### src/rtl/sdinit_pkg.sv
`timescale 1ns/1ps
package sdinit_pkg;

    typedef enum logic [1:0] {
        CARD_INACTIVE = 2'd0,
        CARD_IDLE     = 2'd1,
        CARD_READY    = 2'd2,
        CARD_STANDBY  = 2'd3
    } card_phase_e;

    typedef enum logic [1:0] {
        SEL_RESET  = 2'd0,
        SEL_IFCOND = 2'd1,
        SEL_APPCMD = 2'd2,
        SEL_OPCOND = 2'd3
    } cmd_sel_e;

    typedef enum logic [2:0] {
        ERR_NONE    = 3'd0,
        ERR_TIMEOUT = 3'd1,
        ERR_RESET   = 3'd2,
        ERR_VOLT    = 3'd3,
        ERR_RETRY   = 3'd4,
        ERR_RESP    = 3'd5
    } err_e;

    localparam logic [5:0]  IDX_RESET  = 6'd0;
    localparam logic [5:0]  IDX_IFCOND = 6'd8;
    localparam logic [5:0]  IDX_APPCMD = 6'd55;
    localparam logic [5:0]  IDX_OPCOND = 6'd41;
    localparam logic [31:0] ARG_IFCOND = 32'h0000_01AA;
    localparam logic [31:0] ARG_OPCOND = 32'h4000_0000;
    localparam logic [7:0]  R1_IDLE    = 8'h01;
    localparam logic [7:0]  R1_OK      = 8'h00;
    localparam logic [7:0]  ECHO_PAT   = 8'hAA;
    localparam logic [3:0]  VOLT_OK    = 4'h1;

    // CRC7 with polynomial x^7 + x^3 + 1 over the first 40 frame bits
    function automatic logic [6:0] sd_crc7(input logic [39:0] bits);
        logic [6:0] c;
        logic       fb;
        c = 7'd0;
        for (int i = 39; i >= 0; i--) begin
            fb = bits[i] ^ c[6];
            c  = {c[5:0], 1'b0};
            if (fb) c = c ^ 7'h09;
        end
        return c;
    endfunction

endpackage

### src/rtl/sdinit_tick.sv
`timescale 1ns/1ps
module sdinit_tick #(
    parameter int DIV_W = 8
) (
    input  logic             clk,
    input  logic             rst_n,
    input  logic             restart,
    input  logic [DIV_W-1:0] div_half,
    output logic             tick
);
    logic [DIV_W-1:0] cnt_q;
    logic [DIV_W-1:0] lim;

    assign lim  = (div_half == '0) ? DIV_W'(1) : div_half;
    assign tick = (cnt_q == lim - DIV_W'(1));

    always_ff @(posedge clk or negedge rst_n) begin
        if (!rst_n)                 cnt_q <= '0;
        else if (restart || tick)   cnt_q <= '0;
        else                        cnt_q <= cnt_q + DIV_W'(1);
    end

    // a restart always yields a full half period before the next tick
    assert_restart_gap_R4: assert property (@(posedge clk) disable iff (!rst_n)
        (restart && lim != DIV_W'(1)) |=> !tick)
        else $error("tick right after restart");
endmodule

### src/rtl/sdinit_shifter.sv
`timescale 1ns/1ps
module sdinit_shifter #(
    parameter int DIV_W = 8
) (
    input  logic             clk,
    input  logic             rst_n,
    input  logic [DIV_W-1:0] div_half,
    input  logic             go,
    input  logic [7:0]       tx_byte,
    input  logic             miso,
    output logic             busy,
    output logic             xdone,
    output logic [7:0]       rx_byte,
    output logic             sclk,
    output logic             mosi
);
    localparam int BITS = 8;

    logic       tick;
    logic       busy_q, sclk_q, done_q;
    logic [2:0] bit_q;
    logic [7:0] tx_q, rx_q;

    sdinit_tick #(.DIV_W(DIV_W)) u_tick (
        .clk(clk), .rst_n(rst_n), .restart(go),
        .div_half(div_half), .tick(tick)
    );

    always_ff @(posedge clk or negedge rst_n) begin
        if (!rst_n) begin
            busy_q <= 1'b0;
            sclk_q <= 1'b0;
            done_q <= 1'b0;
            bit_q  <= '0;
            tx_q   <= 8'hFF;
            rx_q   <= 8'hFF;
        end else begin
            done_q <= 1'b0;
            if (!busy_q) begin
                if (go) begin
                    busy_q <= 1'b1;
                    tx_q   <= tx_byte;
                    bit_q  <= '0;
                    sclk_q <= 1'b0;
                end
            end else if (tick) begin
                if (!sclk_q) begin
                    sclk_q <= 1'b1;
                    rx_q   <= {rx_q[6:0], miso};
                end else begin
                    sclk_q <= 1'b0;
                    if (bit_q == 3'(BITS - 1)) begin
                        busy_q <= 1'b0;
                        done_q <= 1'b1;
                    end else begin
                        tx_q  <= {tx_q[6:0], 1'b1};
                        bit_q <= bit_q + 3'd1;
                    end
                end
            end
        end
    end

    assign busy    = busy_q;
    assign xdone   = done_q;
    assign rx_byte = rx_q;
    assign sclk    = sclk_q;
    assign mosi    = busy_q ? tx_q[7] : 1'b1;

    // data held steady across every high SCLK phase
    assert_mosi_hold_R4: assert property (@(posedge clk) disable iff (!rst_n)
        (sclk && $past(sclk)) |-> $stable(mosi))
        else $error("MOSI moved while SCLK high");

    // the controller launches a byte only when the shifter is free
    assert_go_idle_R4: assert property (@(posedge clk) disable iff (!rst_n)
        go |-> !busy_q)
        else $error("launch while busy");

    // SCLK returns low when a byte completes
    assert_idle_low_R4: assert property (@(posedge clk) disable iff (!rst_n)
        xdone |-> !sclk)
        else $error("SCLK high at byte end");
endmodule

### src/rtl/sdinit_frame.sv
`timescale 1ns/1ps
module sdinit_frame
    import sdinit_pkg::*;
(
    input  cmd_sel_e   sel,
    input  logic [2:0] byte_idx,
    output logic [7:0] byte_out
);
    logic [5:0]  idx;
    logic [31:0] arg;
    logic [6:0]  crc;
    logic [47:0] frame;

    always_comb begin
        unique case (sel)
            SEL_RESET:  begin idx = IDX_RESET;  arg = 32'd0;      end
            SEL_IFCOND: begin idx = IDX_IFCOND; arg = ARG_IFCOND; end
            SEL_APPCMD: begin idx = IDX_APPCMD; arg = 32'd0;      end
            SEL_OPCOND: begin idx = IDX_OPCOND; arg = ARG_OPCOND; end
            default:    begin idx = IDX_RESET;  arg = 32'd0;      end
        endcase
        crc   = sd_crc7({2'b01, idx, arg});
        frame = {2'b01, idx, arg, crc, 1'b1};
        unique case (byte_idx)
            3'd0:    byte_out = frame[47:40];
            3'd1:    byte_out = frame[39:32];
            3'd2:    byte_out = frame[31:24];
            3'd3:    byte_out = frame[23:16];
            3'd4:    byte_out = frame[15:8];
            3'd5:    byte_out = frame[7:0];
            default: byte_out = 8'hFF;
        endcase
    end
endmodule

### src/rtl/sdspi_init_seq.sv
`timescale 1ns/1ps
module sdspi_init_seq
    import sdinit_pkg::*;
#(
    parameter int DIV_W      = 8,
    parameter int RETRY_W    = 8,
    parameter int PWRUP_CLKS = 74,
    parameter int POLL_LIMIT = 8
) (
    input  logic               clk,
    input  logic               rst_n,
    input  logic               start,
    input  logic [DIV_W-1:0]   div_half,
    input  logic [RETRY_W-1:0] retry_limit,
    output logic               done,
    output logic               error,
    output logic [2:0]         err_code,
    output logic [1:0]         card_phase,
    output logic               spi_cs_n,
    output logic               spi_sclk,
    output logic               spi_mosi,
    input  logic               spi_miso
);
    localparam int PWRUP_BYTES = (PWRUP_CLKS + 7) / 8;
    localparam int PCW         = $clog2(PWRUP_BYTES + 1);
    localparam int POLL_W      = $clog2(POLL_LIMIT + 1);
    localparam int FRAME_LAST  = 5;
    localparam int TAIL_LAST   = 3;

    typedef enum logic [2:0] {
        ST_OFF, ST_WAKE, ST_SEND, ST_POLL, ST_TAIL, ST_JUDGE, ST_READY, ST_FAULT
    } seq_state_e;

    seq_state_e  state_q, nxt, judge_next;
    cmd_sel_e    sel_q, judge_sel;
    card_phase_e phase_q;
    err_e        err_q, judge_err;

    logic [PCW-1:0]     wake_cnt;
    logic [2:0]         byte_cnt;
    logic [POLL_W-1:0]  poll_cnt;
    logic [RETRY_W-1:0] tries, tries_inc, lim;
    logic [7:0]         r1_q;
    logic [11:0]        r7_q;
    logic               issued;

    logic       go, busy, xdone, xfer_st;
    logic [7:0] rx_byte, tx_byte, frame_byte;
    logic       wake_last, poll_last;

    sdinit_shifter #(.DIV_W(DIV_W)) u_shift (
        .clk(clk), .rst_n(rst_n), .div_half(div_half), .go(go),
        .tx_byte(tx_byte), .miso(spi_miso), .busy(busy), .xdone(xdone),
        .rx_byte(rx_byte), .sclk(spi_sclk), .mosi(spi_mosi)
    );

    sdinit_frame u_frame (
        .sel(sel_q), .byte_idx(byte_cnt), .byte_out(frame_byte)
    );

    assign wake_last = (wake_cnt == PCW'(PWRUP_BYTES - 1));
    assign poll_last = (poll_cnt == POLL_W'(POLL_LIMIT - 1));
    assign lim       = (retry_limit == '0) ? RETRY_W'(1) : retry_limit;
    assign tries_inc = tries + RETRY_W'(1);

    // verdict on the latest response
    always_comb begin
        judge_next = ST_FAULT;
        judge_err  = ERR_RESP;
        judge_sel  = sel_q;
        unique case (sel_q)
            SEL_RESET: begin
                if (r1_q == R1_IDLE) begin
                    judge_next = ST_SEND;
                    judge_sel  = SEL_IFCOND;
                end else begin
                    judge_err = ERR_RESET;
                end
            end
            SEL_IFCOND: begin
                if (r1_q == R1_IDLE && r7_q[11:8] == VOLT_OK && r7_q[7:0] == ECHO_PAT) begin
                    judge_next = ST_SEND;
                    judge_sel  = SEL_APPCMD;
                end else begin
                    judge_err = ERR_VOLT;
                end
            end
            SEL_APPCMD: begin
                if (r1_q == R1_OK || r1_q == R1_IDLE) begin
                    judge_next = ST_SEND;
                    judge_sel  = SEL_OPCOND;
                end
            end
            SEL_OPCOND: begin
                if (r1_q == R1_OK) begin
                    judge_next = ST_READY;
                end else if (r1_q == R1_IDLE) begin
                    if (tries_inc >= lim) begin
                        judge_err = ERR_RETRY;
                    end else begin
                        judge_next = ST_SEND;
                        judge_sel  = SEL_APPCMD;
                    end
                end
            end
            default: judge_next = ST_FAULT;
        endcase
    end

    // next state
    always_comb begin
        nxt = state_q;
        unique case (state_q)
            ST_OFF:   if (start) nxt = ST_WAKE;
            ST_WAKE:  if (xdone && wake_last) nxt = ST_SEND;
            ST_SEND:  if (xdone && byte_cnt == 3'(FRAME_LAST)) nxt = ST_POLL;
            ST_POLL: begin
                if (xdone) begin
                    if (!rx_byte[7])
                        nxt = (sel_q == SEL_IFCOND) ? ST_TAIL : ST_JUDGE;
                    else if (poll_last)
                        nxt = ST_FAULT;
                end
            end
            ST_TAIL:  if (xdone && byte_cnt == 3'(TAIL_LAST)) nxt = ST_JUDGE;
            ST_JUDGE: nxt = judge_next;
            ST_READY: if (start) nxt = ST_WAKE;
            ST_FAULT: if (start) nxt = ST_WAKE;
            default:  nxt = ST_OFF;
        endcase
    end

    // state register
    always_ff @(posedge clk or negedge rst_n) begin
        if (!rst_n) state_q <= ST_OFF;
        else        state_q <= nxt;
    end

    // sequencing data
    always_ff @(posedge clk or negedge rst_n) begin
        if (!rst_n) begin
            sel_q    <= SEL_RESET;
            phase_q  <= CARD_INACTIVE;
            err_q    <= ERR_NONE;
            wake_cnt <= '0;
            byte_cnt <= '0;
            poll_cnt <= '0;
            tries    <= '0;
            r1_q     <= 8'hFF;
            r7_q     <= '0;
            issued   <= 1'b0;
        end else begin
            if (go)         issued <= 1'b1;
            else if (xdone) issued <= 1'b0;
            unique case (state_q)
                ST_OFF, ST_READY, ST_FAULT: begin
                    if (start) begin
                        sel_q    <= SEL_RESET;
                        phase_q  <= CARD_INACTIVE;
                        err_q    <= ERR_NONE;
                        wake_cnt <= '0;
                        byte_cnt <= '0;
                        poll_cnt <= '0;
                        tries    <= '0;
                    end
                end
                ST_WAKE: if (xdone) wake_cnt <= wake_cnt + PCW'(1);
                ST_SEND: begin
                    if (xdone) begin
                        byte_cnt <= (byte_cnt == 3'(FRAME_LAST)) ? 3'd0 : byte_cnt + 3'd1;
                        poll_cnt <= '0;
                    end
                end
                ST_POLL: begin
                    if (xdone) begin
                        if (!rx_byte[7]) begin
                            r1_q     <= rx_byte;
                            byte_cnt <= '0;
                        end else if (poll_last) begin
                            err_q <= ERR_TIMEOUT;
                        end else begin
                            poll_cnt <= poll_cnt + POLL_W'(1);
                        end
                    end
                end
                ST_TAIL: begin
                    if (xdone) begin
                        r7_q     <= {r7_q[3:0], rx_byte};
                        byte_cnt <= byte_cnt + 3'd1;
                    end
                end
                ST_JUDGE: begin
                    sel_q    <= judge_sel;
                    byte_cnt <= '0;
                    if (judge_next == ST_FAULT) begin
                        err_q <= judge_err;
                    end else begin
                        unique case (sel_q)
                            SEL_RESET:  phase_q <= CARD_IDLE;
                            SEL_IFCOND: phase_q <= CARD_READY;
                            SEL_OPCOND: if (judge_next == ST_READY) phase_q <= CARD_STANDBY;
                            default:    phase_q <= phase_q;
                        endcase
                    end
                    if (sel_q == SEL_OPCOND && judge_next == ST_SEND) tries <= tries_inc;
                end
                default: ;
            endcase
        end
    end

    // outputs
    always_comb begin
        xfer_st  = 1'b0;
        spi_cs_n = 1'b1;
        tx_byte  = 8'hFF;
        unique case (state_q)
            ST_WAKE:  xfer_st = 1'b1;
            ST_SEND:  begin xfer_st = 1'b1; spi_cs_n = 1'b0; tx_byte = frame_byte; end
            ST_POLL:  begin xfer_st = 1'b1; spi_cs_n = 1'b0; end
            ST_TAIL:  begin xfer_st = 1'b1; spi_cs_n = 1'b0; end
            ST_JUDGE: spi_cs_n = 1'b0;
            default:  ;
        endcase
        go         = xfer_st && !busy && !issued;
        done       = (state_q == ST_READY);
        error      = (state_q == ST_FAULT);
        err_code   = err_q;
        card_phase = phase_q;
    end

    assert_exclusive_R12: assert property (@(posedge clk) disable iff (!rst_n)
        !(done && error))
        else $error("done and error together");

    assert_cs_fall_R2: assert property (@(posedge clk) disable iff (!rst_n)
        $fell(spi_cs_n) |-> (sel_q == SEL_RESET && phase_q == CARD_INACTIVE))
        else $error("chip select fell outside reset command");

    assert_cs_still_R2: assert property (@(posedge clk) disable iff (!rst_n)
        (spi_sclk && $past(spi_sclk)) |-> $stable(spi_cs_n))
        else $error("chip select moved with SCLK high");

    assert_phase_step_R8: assert property (@(posedge clk) disable iff (!rst_n)
        (card_phase != $past(card_phase)) |->
            (card_phase == 2'd0 || card_phase == $past(card_phase) + 2'd1))
        else $error("phase skipped");

    assert_standby_done_R8: assert property (@(posedge clk) disable iff (!rst_n)
        done |-> card_phase == 2'(CARD_STANDBY))
        else $error("done without standby");

    assert_timeout_origin_R5: assert property (@(posedge clk) disable iff (!rst_n)
        ($rose(error) && err_code == 3'(ERR_TIMEOUT)) |-> $past(state_q) == ST_POLL)
        else $error("timeout outside polling");
endmodule

### config.mk
export PLATFORM = sky130hd
export DESIGN_NAME = sdspi_init_seq
export DESIGN_NICKNAME = d
export VERILOG_FILES = /design/src/rtl/sdinit_pkg.sv /design/src/rtl/sdinit_tick.sv /design/src/rtl/sdinit_shifter.sv /design/src/rtl/sdinit_frame.sv /design/src/rtl/sdspi_init_seq.sv
export SDC_FILE = /design/constraint.sdc
export NUM_CORES = 1
export LEC_CHECK = 0
export CAP_MARGIN = 20
export CORE_MARGIN = 2
export CORE_UTILIZATION = 35
export DETAILED_ROUTE_END_ITERATION = 8
export GPL_TIMING_DRIVEN = 1
export PLACE_DENSITY = 0.54
export RECOVER_POWER = 25
export SLEW_MARGIN = 15
export SYNTH_ARGS = -nofsm -noshare
export SYNTH_HDL_FRONTEND = slang
export SYNTH_SLANG_ARGS = --single-unit
### constraint.sdc
create_clock -name clk -period 2.8 [get_ports clk]
set_clock_uncertainty 0.05 [all_clocks]
set_input_delay 0.56 -clock clk [delete_from_list [all_inputs] [get_ports clk]]
set_output_delay 0.56 -clock clk [all_outputs]
set_load 0.02 [all_outputs]
# Word-level counts from Yosys, hierarchy flattened

Cells that the tools add are included.

Register bits after elaboration: 80
Logic and storage cells: 327

$add $sub $neg: 7
Order comparisons: 1
Equal/unequal tests: 52
Mux-type cells: 131
Bitwise operators: 76
Reductions and logical operators: 42

Operators by type and width:

| cell                  | number |
|---|---|
| $mux W4               | 44 |
| $pmux W32 S3          | 1 |
| $mux W3               | 30 |
| $mux W8               | 11 |
| $not A2 Y2            | 37 |
| $pmux W8 S6           | 1 |
| $xor A1 B1 Y1         | 34 |
| $eq A3 B3 Y1 const B  | 9 |
| $logic_not A8 Y1      | 3 |
| $ne A2 B2 Y1 const B  | 12 |
| $ne A3 B3 Y1 const B  | 8 |
| $pmux W6 S4           | 1 |
| $reduce_and A6 Y1     | 4 |
| $mux W1               | 22 |
| $mux W2               | 9 |
| $pmux W3 S3           | 2 |
| $pmux W3 S6           | 1 |
| $add A8 B1 Y8 const B | 2 |
| $pmux W8 S2           | 1 |
| $eq A3 B2 Y1 const B  | 5 |
| $pmux W3 S5           | 1 |
| $ne A2 B1 Y1 const B  | 6 |
| $pmux W3 S4           | 1 |
| $pmux W4 S3           | 1 |
| other kinds (36)      | 63 |

# Depth between registers and ports, before layout

Depth after elaboration: 81
Gate-level depth with buffers: 12

# Hierarchy

A second synthesis with hierarchy kept.

Cell total of the unflattened synthesis: 506
Area total of the unflattened synthesis: 5,079.9 um2

By module, submodules not included:

| module         | instances | cells an instance | area an instance (um2) | seq. area each (um2) |
|---|---|---|---|---|
| sdspi_init_seq | 1         | 318               | 3,049.2                | 1,261.2 |
| sdinit_shifter | 1         | 69                | 1,023.5                | 570.5 |
| sdinit_tick    | 1         | 64                | 638.1                  | 200.2 |
| sdinit_frame   | 1         | 55                | 369.1                  | 0.0 |

# Worst setup path before layout

No wires, ideal clock.

Kind: in2reg
Start: input div_half[3]
End: register u_shift.rx_q[0] (netlist: u_shift.rx_byte[0])
Arrival: 2.854 ns
Data required time: 2.668 ns
Slack: -0.186 ns
Cell stages on the path: 7
Cell sequence: or3_4 -> or4_4 -> a21oi_2 -> o2111ai_2 -> or4_4 -> nor2_8 -> mux2_2

Cells in the longest elaborated chain, start to end: 5

Ends and longest elaborated chain:

| what                            | RTL line             | text |
|---|---|---|
| start: declaration              | sdspi_init_seq.sv:13 | `input logic [DIV_W-1:0] div_half,` |
| $logic_not A8 Y1                | sdinit_tick.sv:14    | `assign lim = (div_half == '0) ? DIV_W'(1) : div_half;` |
| $mux W8 (*)                     | sdinit_tick.sv:14    |  |
| $sub A8 B1 Y8 (*)               | sdinit_tick.sv:15    | `assign tick = (cnt_q == lim - DIV_W'(1));` |
| $eq A8 B8 Y1 (*)                | sdinit_tick.sv:15    |  |
| $reduce_and A3 Y1 (no line) (*) | -                    |  |
| end signal: assignment          | sdinit_shifter.sv:49 | `rx_q <= {rx_q[6:0], miso};` |
| end: declaration                | sdinit_shifter.sv:22 | `logic [7:0] tx_q, rx_q;` |

Every way passes the cells marked *; elsewhere a longest branch is shown, timed or not.
A chain may end at the register's enable or synchronous reset.

# Final worst setup path

Start: register tries[1]
End: register tries[1]

Cells in the longest elaborated chain, start to end: 10

Ends and longest elaborated chain:

| what                        | RTL line              | text |
|---|---|---|
| start: declaration          | sdspi_init_seq.sv:42  | `logic [RETRY_W-1:0] tries, tries_inc, lim;` |
| start signal: assignment    | sdspi_init_seq.sv:205 | `if (sel_q == SEL_OPCOND && judge_next == ST_SEND) tries <= tries_inc;` |
| $add A8 B1 Y8 (*)           | sdspi_init_seq.sv:64  | `assign tries_inc = tries + RETRY_W'(1);` |
| $ge A8 B8 Y1                | sdspi_init_seq.sv:98  | `if (tries_inc >= lim) begin` |
| $mux W3                     | sdspi_init_seq.sv:98  |  |
| $mux W3                     | sdspi_init_seq.sv:97  | `end else if (r1_q == R1_IDLE) begin` |
| $mux W3                     | sdspi_init_seq.sv:95  | `if (r1_q == R1_OK) begin` |
| $pmux W3 S4                 | sdspi_init_seq.sv:71  | `unique case (sel_q)` |
| $eq A3 B2 Y1                | sdspi_init_seq.sv:205 |  |
| $logic_and A1 B1 Y1         | sdspi_init_seq.sv:205 |  |
| $ne A2 B2 Y1 (no line)      | -                     |  |
| $reduce_and A3 Y1 (no line) | -                     |  |

Every way passes the cells marked *; elsewhere a longest branch is shown, timed or not. The select of a mux whose other input is x is not followed.

==> results.sh <==
export IMPL_outcome="completed"
export IMPL_yosysMostFrequentCell="dfrtp_1"
export IMPL_wl_per_cell_um=14.9
export IMPL_vias=4167
export IMPL_drt_wl_total_um=12000
export IMPL_hp_class="input pin to asynchronous set/reset pin"
export IMPL_busiest_layer="met2"
export IMPL_slew_headroom=0.294
export IMPL_gr_usage_all_layers=0.165
export IMPL_grt_pass1_wl_um=19900
export IMPL_root_buffer="clkbuf_16"
export IMPL_final_nets=671
export IMPL_cp_required_ns=3.01
export IMPL_rows=43
export IMPL_dr_pass1_iters=4
export IMPL_io_buffers=29
export IMPL_slew_violations=0
export IMPL_ys_top_cells_by_count="dfrtp_1, nand2_1, nor2_1"
export IMPL_grt_pass1_vias=4091
export IMPL_synth_edf_count=0
export IMPL_ir_drop_mv=0.402
export IMPL_worstMarginPinSlew_ns=1.06
export IMPL_met1_usage=0.228
export IMPL_start_kind="flop"
export IMPL_drc=0
export IMPL_drive_gt1_frac=0.325
export IMPL_start_util=0.360
export IMPL_setup_slack_ns=0.0128
export IMPL_gp_congestion=0.841
export IMPL_antenna_found_initial=0
export IMPL_dp_cells=773
export IMPL_worstPathMaxFanout=8
export IMPL_final_setup_viol_count=0
export IMPL_grt_setup_unrepaired="yes"
export IMPL_fp_dieH_um=124
export IMPL_fmax_mhz=359
export IMPL_utilization=0.474
export IMPL_synth_top_cells_by_area="dfrtp_1, dfstp_2, ha_1, mux2_2, o21ai_0"
export IMPL_syn_avg_cell_area_sq_um=9.53
export IMPL_synthArstFlopShare=1.00
export IMPL_synth_cell_type_count=66
export IMPL_die_x_um=124
export IMPL_h_tree_depth=3
export IMPL_synth_area_sq_um=5010
export IMPL_synth_net_count=577
export IMPL_path_cells="ha_4, nand3_4, nor2_4, xor2_2, ha_1, and4_1, o21ai_1, o221ai_2, buf_4, a22oi_2, buf_4, o31ai_4, buf_12, nand2_2, o21ai_1"
export IMPL_hold_slack_ns=0.350
export IMPL_grtUsageMet2=0.259
export IMPL_fill_cells=1309
export IMPL_grt_max_degree=43
export IMPL_finalCritPeriodShare=0.995
export IMPL_arrival_ns=3.00
export IMPL_cts_sinks=80
export IMPL_clk_latency_ns=0.34
export IMPL_fin_crit_ns=2.79
export IMPL_io_pins=30
export IMPL_clockBufferDepth=2
export IMPL_cts_buffers=9
export IMPL_hpwlAfterDp_um=8450
export IMPL_die_area_sq_um=15300
export IMPL_max_stage_delay_ns=0.44
export IMPL_pre_cts_ws_ns=-0.733
export IMPL_grt_use_met3=0.0243
export IMPL_via_per_inst=5.18
export IMPL_synth_ff_type="dfrtp_1"
export IMPL_power_leakage_uw=0.00300
export IMPL_ant_nets=0
export IMPL_cap_violations=0
export IMPL_core_area_sq_um=13900
export IMPL_drtIter0Drc=241
export IMPL_end_kind="flop"
export IMPL_crit_type="flop to flop"
export IMPL_postSynthCellCount=526
export IMPL_synth_top_cell_area_share=0.280
export IMPL_hold_viol_final=0
export IMPL_synth_seq_cells=80
export IMPL_synth_top_area_cell="dfrtp_1"
export IMPL_clkTransAtPathRegs_ns=0.07
export IMPL_final_cells=805
export IMPL_area_growth_pct=31.8
export IMPL_seq_area_frac_synth=0.405
export IMPL_yosysWarningCount=0
export IMPL_cts_tree="yes"
export IMPL_gr_total_overflow=0
export IMPL_crit_path_top_delay_cell="dfrtp_2"
export IMPL_postCtsHoldBufs=0
export IMPL_diodes=0
export IMPL_power_density_nw_per_um2=704
layer usage:
layer  vias to the layer above  wire (um)
met5                         -          0
met4                         0        190
met3                        15        314
met2                        63       5600
met1                      2013       5900
li1                       2076          -
registers in the layout (all words and copies together), names as in the netlist:
register              count
err_code                  3
sel_q                     2
r1_q                      8
u_shift.u_tick.cnt_q      8
u_shift.bit_q             3
wake_cnt                  4
u_shift.sclk              1
issued                    1
card_phase                2
byte_cnt                  3
state_q                   3
poll_cnt                  4
tries                     8
u_shift.tx_q              8
u_shift.xdone             1
r7_q                     12
u_shift.busy              1
u_shift.rx_byte           8
final cells by class:
| type | instances | area, sq um | share of cell area |
|---|---|---|---|
| multi-input cells | 394 | 3070 | 0.464 |
| clock buffers | 12 | 279 | 0.0422 |
| repair buffers | 102 | 850 | 0.129 |
| inverters | 33 | 124 | 0.0188 |
| flip-flops and latches | 80 | 2030 | 0.308 |
| clock inverters | 4 | 30.0 | 0.00455 |
| well taps | 180 | 225 | 0.0341 |
critical path: cells and delay by family, from the launching register on:
family                     cells  cell delay (ns)
AOI/OAI and AO/OA              5             0.70
xor gates and xnor gates       1             0.18
adders and majority gates      2             0.47
buffers and inverters          3             0.47
DFF                            1             0.44
and+or+nand+nor                4             0.39
repair_timing:
action / in CTS / in global routing
setup endpoints to repair: 44 / 38
gates resized for setup: 50 / 37
buffers inserted: 8 / 8
pin swaps: 24 / 26
endpoints found under the hold margin: 0 / 0
layout by cell type (no fill, tap or decap), types with 9 or more instances in the layout:
master,instances
mux2_4,11
a21oi_1,20
buf_4,69
nand2b_1,10
ha_1,28
and3_1,9
nor2_1,37
clkbuf_16,11
mux2_2,19
inv_1,29
xnor2_1,11
dfstp_2,24
nand2_1,42
clkdlybuf4s50_1,14
nand3_1,15
mux2i_1,10
dfrtp_1,55
xor2_1,10
o21ai_0,31
kinds of logic after synthesis:
logic type,Yosys count,synth area share
compound gates,125,0.163
xor+xnor,24,0.0419
flops,80,0.405
mux,40,0.0896
simple gates,174,0.184
buf+inv,52,0.0390
fa+ha+maj,31,0.0774
metrics by stage:
stage	setup TNS, ns	instance area, sq um	power (uW)
2_1_floorplan	-1.48	5020	2640
3_3_place_gp	-23.43	5900	3220
3_5_place_dp	-26.85	5900	3240
4_1_cts	-0.0115	6430	4580
5_1_grt	-0.870	6610	4970
6_report	0	6610	4650
where the power goes:
| group | internal, uW | switching, uW |
|---|---|---|
| Combinational | 863 | 1040 |
| Clock | 715 | 496 |
| Sequential | 1350 | 186 |
| Total | 2930 | 1730 |
final timing paths:
check,cells after the start,endpoint,from,slack [ns]
max in group asynchronous,2,u_shift.rx_byte[2],rst_n,1.51
worst min register to register,2,u_shift.tx_q[6],u_shift.tx_q[6],0.43
min in group clk,2,u_shift.tx_q[6],u_shift.tx_q[6],0.43
worst min-delay path,1,sel_q[0],rst_n,0.35
worst max register to register,15,tries[1],tries[1],0.01
worst max-delay path,15,tries[1],tries[1],0.01
(Power assumes the default switching activity.)
